==> src/rtl/evt_quad_counter.sv <==
module evt_quad_counter #(
  parameter int SYNC_STAGES = 2
) (
  input  logic       clk,
  input  logic       rst_n,
  input  logic       wr_en,
  input  logic [1:0] wr_addr,
  input  logic [7:0] wr_data,
  input  logic [1:0] rd_addr,
  output logic [7:0] rd_data,
  input  logic       cycle_tick,
  input  logic       ev_pin,
  input  logic       quad_x1,
  input  logic       quad_x2,
  output logic       irq
);
  localparam logic [1:0] A_CNT  = 2'd0;
  localparam logic [1:0] A_CTL  = 2'd1;
  localparam logic [1:0] A_MODE = 2'd2;
  localparam int         TOP    = SYNC_STAGES - 1;

  logic [7:0] cnt;
  logic       ie, src_ext, edge_fall, flag, mouse;
  logic [TOP:0] ev_sr, x1_sr, x2_sr;
  logic       ev_d, x1_d, x2_d;

  always_ff @(posedge clk) begin
    if (!rst_n) begin
      ev_sr <= '0; x1_sr <= '0; x2_sr <= '0;
      ev_d  <= 1'b0; x1_d <= 1'b0; x2_d <= 1'b0;
    end else begin
      ev_sr <= {ev_sr[TOP-1:0], ev_pin};
      x1_sr <= {x1_sr[TOP-1:0], quad_x1};
      x2_sr <= {x2_sr[TOP-1:0], quad_x2};
      ev_d  <= ev_sr[TOP];
      x1_d  <= x1_sr[TOP];
      x2_d  <= x2_sr[TOP];
    end
  end

  logic ev_s, x1_s, x2_s, ev_hit, x1_chg, x2_chg, q_up, q_dn, norm_step;
  logic wr_cnt, wr_ctl, wr_mode, wrap;

  assign ev_s      = ev_sr[TOP];
  assign x1_s      = x1_sr[TOP];
  assign x2_s      = x2_sr[TOP];
  assign ev_hit    = edge_fall ? (ev_d & ~ev_s) : (ev_s & ~ev_d);
  assign x1_chg    = x1_s ^ x1_d;
  assign x2_chg    = x2_s ^ x2_d;
  assign q_up      = (x1_chg & ~x2_chg & (x1_s ^ x2_s)) | (x2_chg & ~x1_chg & ~(x1_s ^ x2_s));
  assign q_dn      = (x1_chg & ~x2_chg & ~(x1_s ^ x2_s)) | (x2_chg & ~x1_chg & (x1_s ^ x2_s));
  assign norm_step = src_ext ? ev_hit : cycle_tick;
  assign wr_cnt    = wr_en && (wr_addr == A_CNT);
  assign wr_ctl    = wr_en && (wr_addr == A_CTL);
  assign wr_mode   = wr_en && (wr_addr == A_MODE);
  assign wrap      = !wr_cnt && !mouse && norm_step && (cnt == 8'hFF);

  always_ff @(posedge clk) begin
    if (!rst_n) begin
      cnt <= 8'h00;
    end else if (wr_cnt) begin
      cnt <= wr_data;
    end else if (mouse) begin
      if (q_up)      cnt <= cnt + 8'd1;
      else if (q_dn) cnt <= cnt - 8'd1;
    end else if (norm_step) begin
      cnt <= cnt + 8'd1;
    end
  end

  always_ff @(posedge clk) begin
    if (!rst_n) begin
      {ie, src_ext, edge_fall} <= 3'b000;
      flag  <= 1'b0;
      mouse <= 1'b0;
    end else begin
      if (wr_ctl)  {ie, src_ext, edge_fall} <= wr_data[2:0];
      if (wr_mode) mouse <= wr_data[7];
      flag <= wrap | (flag & ~(wr_ctl & ~wr_data[7]));
    end
  end

  assign irq = flag & ie & ~mouse;

  always_comb begin
    case (rd_addr)
      A_CNT:   rd_data = cnt;
      A_CTL:   rd_data = {flag, 4'b0000, ie, src_ext, edge_fall};
      A_MODE:  rd_data = {mouse, 7'b0000000};
      default: rd_data = 8'h00;
    endcase
  end

  AST_WR_LOAD: assert property (@(posedge clk) disable iff (!rst_n)
    wr_cnt |=> cnt == $past(wr_data));
  AST_NORMAL_UP: assert property (@(posedge clk) disable iff (!rst_n)
    (!wr_cnt && !mouse) |=> (cnt == $past(cnt) || cnt == $past(cnt) + 8'd1));
  AST_MOUSE_STEP: assert property (@(posedge clk) disable iff (!rst_n)
    (!wr_cnt && mouse) |=> (cnt == $past(cnt) || cnt == $past(cnt) + 8'd1 || cnt == $past(cnt) - 8'd1));
  AST_DOUBLE_IGNORED: assert property (@(posedge clk) disable iff (!rst_n)
    (!wr_cnt && mouse && x1_chg && x2_chg) |=> $stable(cnt));
  AST_FLAG_SOURCE: assert property (@(posedge clk) disable iff (!rst_n)
    $rose(flag) |-> ($past(cnt) == 8'hFF && !$past(mouse)));
  AST_MOUSE_NOFLAG: assert property (@(posedge clk) disable iff (!rst_n)
    (mouse && !flag) |=> !flag);
endmodule

==> config.mk <==
export PLATFORM = sky130hd
export DESIGN_NAME = evt_quad_counter
export DESIGN_NICKNAME = d
export VERILOG_FILES = /design/src/rtl/evt_quad_counter.sv
export SDC_FILE = /design/constraint.sdc
export NUM_CORES = 1
export LEC_CHECK = 0
export BUFFER_PORTS_ARGS = -buffer_cell sky130_fd_sc_hd__buf_2
export CAP_MARGIN = 5
export CORE_MARGIN = 5
export CORE_UTILIZATION = 40
export DETAILED_ROUTE_END_ITERATION = 7
export GPL_TIMING_DRIVEN = 0
export PLACE_DENSITY_LB_ADDON = 0.2
export SLEW_MARGIN = 0
export SYNTH_ARGS = -nofsm -noshare
export SYNTH_HDL_FRONTEND = slang
export SYNTH_SLANG_ARGS = --single-unit
==> constraint.sdc <==
create_clock -name clk -period 2 [get_ports clk]
set_input_delay 0.1 -clock clk [delete_from_list [all_inputs] [get_ports clk]]
set_output_delay 0.1 -clock clk [all_outputs]
set_load 0.05 [all_outputs]
Word level (Yosys, flattened, before mapping)
Index checks and enable logic that the tools add are counted.
- bits of input ports: 19
- logic and storage cells: 66
- register bits: 22
- equal/unequal tests: 6
- multiplexer cells: 8
- reduce and logical (&&, ||, !) cells: 12
- bitwise gates (word level): 26
- add/sub/neg operators: 2
- operators by type and width (cell ; count):
    $mux W8 ; 5
    $pmux W8 S3 ; 1
    $and A1 B1 Y1 ; 12
    $add A8 B1 Y8 const B ; 1
    $eq A8 B8 Y1 const B ; 1
    $not A1 Y1 ; 8
    $sub A8 B1 Y8 const B ; 1
    $logic_and A1 B1 Y1 ; 6
    $eq A2 B1 Y1 const B ; 2
    $eq A2 B2 Y1 const B ; 2
    $logic_not A2 Y1 ; 2
    $ne A4 B1 Y1 const B ; 1
    $or A1 B1 Y1 ; 3
    $reduce_bool A3 Y1 ; 1
    $xor A1 B1 Y1 ; 3
    $logic_not A1 Y1 ; 2
    $mux W1 ; 2
    $reduce_and A2 Y1 ; 1

Depth between registers and ports, before layout
- depth after elaboration: 9
- mapped depth: 6
- gate-level depth less buffers: 6

Least setup slack after synthesis
No wires, ideal clock.
- path kind: register to register
- start: reg x2_sr[1]
- end: reg cnt[4]
- data required time: 1.867 ns
- setup time: 0.133 ns
- clock period less this slack: 1.716 ns
- arrival time: 1.584 ns
- setup slack: 0.284 ns
- stages on the path, launching flop included: 7
- cell sequence: dfxtp_1 > xor2_1 > o21a_1 > buf_2 > mux2_2 > o2111ai_1 > o31ai_4
- longest elaborated chain between the ends: 8
- elaborated cells on any way between the ends: 17
- those cells by class: 1 x eq/ne; 3 x mux; 12 x bitwise; 1 x reduce/logical
- RTL lines (element ; RTL line ; text):
    from (decl) ; 24 ; logic [TOP:0] ev_sr, x1_sr, x2_sr;
    from (signal assigned) ; 34 ; x2_sr <= {x2_sr[TOP-1:0], quad_x2};
    $xor A1 B1 Y1 ; 49 ; assign x2_chg = x2_s ^ x2_d;
    $not A1 Y1 ; 50, 51 ;
    $and A1 B1 Y1 ; 50, 51 ;
    $and A1 B1 Y1 ; 50 ; assign q_up = (x1_chg & ~x2_chg & (x1_s ^ x2_s)) | (x2_chg & ~x1_chg & ~(x1_s ^ x2_s));
    $or A1 B1 Y1 ; 50 ;
    $mux W8 ; 64 ; if (q_up) cnt <= cnt + 8'd1;
    $mux W8 ; 63 ; end else if (mouse) begin
    $mux W8 ; 61 ; end else if (wr_cnt) begin
    to (signal assigned) ; 62 ; cnt <= wr_data;
    to (signal assigned) ; 64 ;
    to (signal assigned) ; 65 ; else if (q_dn) cnt <= cnt - 8'd1;
    to (decl) ; 22 ; logic [7:0] cnt;
Parallel ways exist; a longest one is shown, timed or not.
A chain may end at the register's enable or synchronous reset.

Worst setup path after layout
Ends and elaborated chain as after synthesis.

==> results.md <==
- The number of buffers inserted to repair setup after CTS is 0.
- After the last flow step, the layout net total stands at 205.
- The share of final-layout standard cells stronger than drive strength 1 is 0.2568.
- For the worst-skew pair, the clock arrives at the later sink with an insertion delay of between 0.3 and 0.4 ns.
- The number of global-route vias before repair is 1095.
- The type of element capturing the critical path is a flop.
- Yosys printed 0 warnings.
- The most crowded layer after global routing is met2.
- The cell count after placement is between 200 and 250.
- The total of buffers placed on input and output ports is 26.
- By startpoint and endpoint, the worst setup path is classified as reg -> reg.
- The detailed-router iteration count before antenna repair is 4.
- The cell area reported after detailed placement is 1505 um2.
- Across every metal layer, demand over resource in global routing totals 0.1414.
- In this run the worst hold path is classified as in -> reg.
- Final hold analysis gives a worst-case slack of ~0.057 ns.
- Of the synthesized area, sequential elements account for 0.3336.
- The final antenna-violating net count is 0.
- The CTS clock-pin slew for the worst setup and hold paths is 0.13 ns.
- The initial utilization of the core area, before any placement, comes to 0.4254.
- The number of I/O pins is 28.
- For this design the static power due to leakage is 0.6538 nW.
- At the worst endpoint, the required time is 2.21 ns.
- The number of antenna violations at the first check in global routing is 0.
- The worst vdd rail ir drop is 0.3106 mV.
- Measured in cells, the most critical reg-to-reg path has a length of 6.
- The met2 demand-to-capacity share in global routing is 0.2331.
- After synthesis, the netlist uses 49 different library cells.
- Setup repair after global routing left no endpoint under its margin.
- The launching instance or port of the critical path is x2_sr[1]$_SDFF_PN0_.
- The cell area that synthesis handed to floorplanning was 1320 um2.
- The number of standard cells in the final layout excluding fillers is 227.
- Counting instances, the worst hold path has a depth of 3.
- STA classifies the critical path startpoint as a flop.
- Of the available clock period, the critical path in the final layout requires 0.9177.
- CTS built an H-tree with a depth of 1.
- The total congestion overflow after global routing is 0.
- The count of endpoints failing setup in the final report is 0.
- Once layout is done, the placed cells without fillers occupy 1603 um2.
- For this run, global-route usage on met3 was measured as 0.03161.
- The number of fill cells in the layout is 333.
- The async set-or-reset flop fraction in the synthesized netlist is 0.
- The die area is 4549 um2.
- The total wire length after detailed routing is ~3 mm.
- For the final routed database, the setup TNS stands at 0 ns.
- Detailed routing inserted a total of roughly 1200 vias.
- The total area inside the core boundary comes to 3103 um2.
- The clock net in this run drives a total of 22 sinks.
- Dividing total power by cell area gives a power density of 652.3 nW/um2.
- In this run the horizontal extent of the chip is just under 70 um.
- The count of final max-slew check failures is 0.
- A synthesized cell averages 8.800 um2.
- In this run, CTS created clock tree buffers numbering 3.
- The maximum fanout count along the critical path is 8.
- The synthesized netlist net count is 171.
- The synthesized instance count is 150.
- In the final routed layout, each cell accounts on average for 13.19 um.
- 0 antenna diodes ended up in the layout.
- The count of final hold-check violations was 0.
- The flow ran to the end, and the final reports show no timing, DRC or antenna violations.
- The worst register-to-register path begins at x2_sr[1]$_SDFF_PN0_.
- In this run the most critical hold path is launched from wr_data[0].
- The fmax is 544.8 MHz.
- The final weighted congestion of routability-driven global placement is 0.8401.
- Measured along the y axis, the die boundary spans a little under 70 um.
- Dividing the detail-routed via count by the number of cells gives around 5.3.
- The utilization after layout is 0.5165.
- At the pin with the least slew margin, the transition time is roughly 0.48 ns.
- The area added between synthesis and finish is 21.42%.
- The master cell of the clock root buffer is sky130_fd_sc_hd__clkbuf_4.
- The met1 global-route usage is 0.1771.
- The starting DRC count in detailed routing is 75.
- The synthesized design contains 0 enable-type register cells.
- The most used flip-flop cell after synthesis is sky130_fd_sc_hd__dfxtp_1.
- Across the routed clock network, the largest skew measured is 0.007403 ns.
- The residual DRC count is 0.
- The minimum clock period is 1.835 ns.
- Detailed placement ended at an HPWL of 2.330 mm.
- The wire length of the first global-routing pass is 4.850 mm.
- TritonCTS built the clock tree.
- In this run the tightest slew margin relative to its limit is 0.6823.
- Synthesis inferred 22 register bits.
- The arrival time at the worst endpoint is 2.05 ns.
- The number of rows in the core area is 20.
- The clock passes through at most 2 buffers.
- Entering global routing, the biggest net connects 14 pins.
- The max-cap violation count is 0.
## area by class of cell
| class | count | area, um2 | area share |
|---|---|---|---|
| repair buffers | 29 | 160.2 | 0.09992 |
| inverters | 2 | 7.507 | 0.004684 |
| plain buffers | 10 | 43.79 | 0.02732 |
| clock buffers | 3 | 22.52 | 0.01405 |
| flip-flops and latches | 22 | 440.4 | 0.2748 |
| well taps | 44 | 55.05 | 0.03435 |
| multi-input cells | 116 | 843.3 | 0.5262 |
| clock inverters | 1 | 30.03 | 0.01874 |
## flip-flops by register name, indices dropped and copies added (netlist names)
signal     flops
mouse          1
x2_d           1
x2_sr          2
src_ext        1
x1_d           1
ev_d           1
ie             1
ev_sr          2
flag           1
edge_fall      1
x1_sr          2
cnt            8
## metrics by stage
stage | power (W) | worst slack [ns]
2_1_floorplan | 0.0006415 | 0.2835
4_1_cts | 0.001050 | 0.09435
3_5_place_dp | 0.0007030 | 0.1179
5_1_grt | 0.001103 | 0.04038
3_3_place_gp | 0.0006965 | 0.1556
6_report | 0.001045 | 0.1646
## worst paths after layout
kind                                  to  slack (ns)
setup / recovery     cnt[4]$_SDFFE_PN0P_        0.16
hold / removal    edge_fall$_SDFFE_PN0N_        0.06
setup reg to reg     cnt[4]$_SDFFE_PN0P_        0.16
hold reg to reg      x1_sr[1]$_SDFF_PN0_        0.45
## cell usage after synthesis, types with 2 or more instances
library cell,n,area (um2)
sky130_fd_sc_hd__o21ai_0,6,30.03
sky130_fd_sc_hd__buf_2,2,10.01
sky130_fd_sc_hd__o21a_1,2,15.01
sky130_fd_sc_hd__or3_1,3,18.77
sky130_fd_sc_hd__clkbuf_1,7,26.28
sky130_fd_sc_hd__mux2i_1,10,100.1
sky130_fd_sc_hd__nor4_1,2,12.51
sky130_fd_sc_hd__nor2_1,13,48.80
sky130_fd_sc_hd__a22oi_1,2,15.01
sky130_fd_sc_hd__and2_1,13,81.33
sky130_fd_sc_hd__o221ai_2,2,30.03
sky130_fd_sc_hd__inv_1,2,7.510
sky130_fd_sc_hd__nand3_1,5,25.02
sky130_fd_sc_hd__nand3b_1,4,30.03
sky130_fd_sc_hd__nor3_1,6,30.03
sky130_fd_sc_hd__nor2b_1,4,25.02
sky130_fd_sc_hd__nand2_1,11,41.29
sky130_fd_sc_hd__xnor2_1,3,26.28
sky130_fd_sc_hd__ha_1,2,25.02
sky130_fd_sc_hd__dfxtp_1,22,440.4
## critical path, cell delays in order, from the launching register on
cell                        delay (ns)
sky130_fd_sc_hd__dfxtp_1          0.39
sky130_fd_sc_hd__xor2_2           0.24
sky130_fd_sc_hd__o21a_1           0.15
sky130_fd_sc_hd__buf_2            0.19
sky130_fd_sc_hd__mux2_2           0.35
sky130_fd_sc_hd__o2111ai_1        0.30
sky130_fd_sc_hd__o31ai_4          0.11
## layout by cell type (no fill, tap or decap), types with 4 or more instances in the layout
cell and count:
sky130_fd_sc_hd__dfxtp_1 22, sky130_fd_sc_hd__nand2_1 11, sky130_fd_sc_hd__clkbuf_1 7, sky130_fd_sc_hd__nor3_1 6
sky130_fd_sc_hd__mux2i_1 10, sky130_fd_sc_hd__nor2_1 13, sky130_fd_sc_hd__o21ai_0 6, sky130_fd_sc_hd__and2_1 13
sky130_fd_sc_hd__buf_2 28, sky130_fd_sc_hd__nor2b_1 4, sky130_fd_sc_hd__nand3_1 5, sky130_fd_sc_hd__nand3b_1 4
## routing by layer
layer | vias to the layer above | share of wire
li1 | 604 | -
met1 | 568 | 0.44
met2 | 26 | 0.49
met3 | 7 | 0.054
met4 | 0 | 0.018
met5 | - | 0
## cells by family after synthesis
logic type,synth area share
XOR/XNOR,0.02655
multiplexers,0.08436
buffers and inverters,0.03887
AND/OR/NAND/NOR,0.2995
flip-flops,0.3336
adder cells (fa/ha/maj),0.01895
AO/OA/AOI/OAI,0.1981
## what timing repair did
action,CTS,global route
hold buffers,3,0
endpoints found under the hold margin,3,0
gates resized for setup,0,2
endpoints found under the setup margin,0,1
## report_power, final
part           total [W]  switching, W  internal, W  leakage (nW)
Combinational   0.000211      0.000118    0.0000930         0.446
Sequential      0.000487     0.0000255     0.000462         0.180
Clock           0.000348      0.000145     0.000203        0.0279
Total            0.00105      0.000288     0.000757         0.654
No activity file was read; power rests on OpenSTA's default activity.
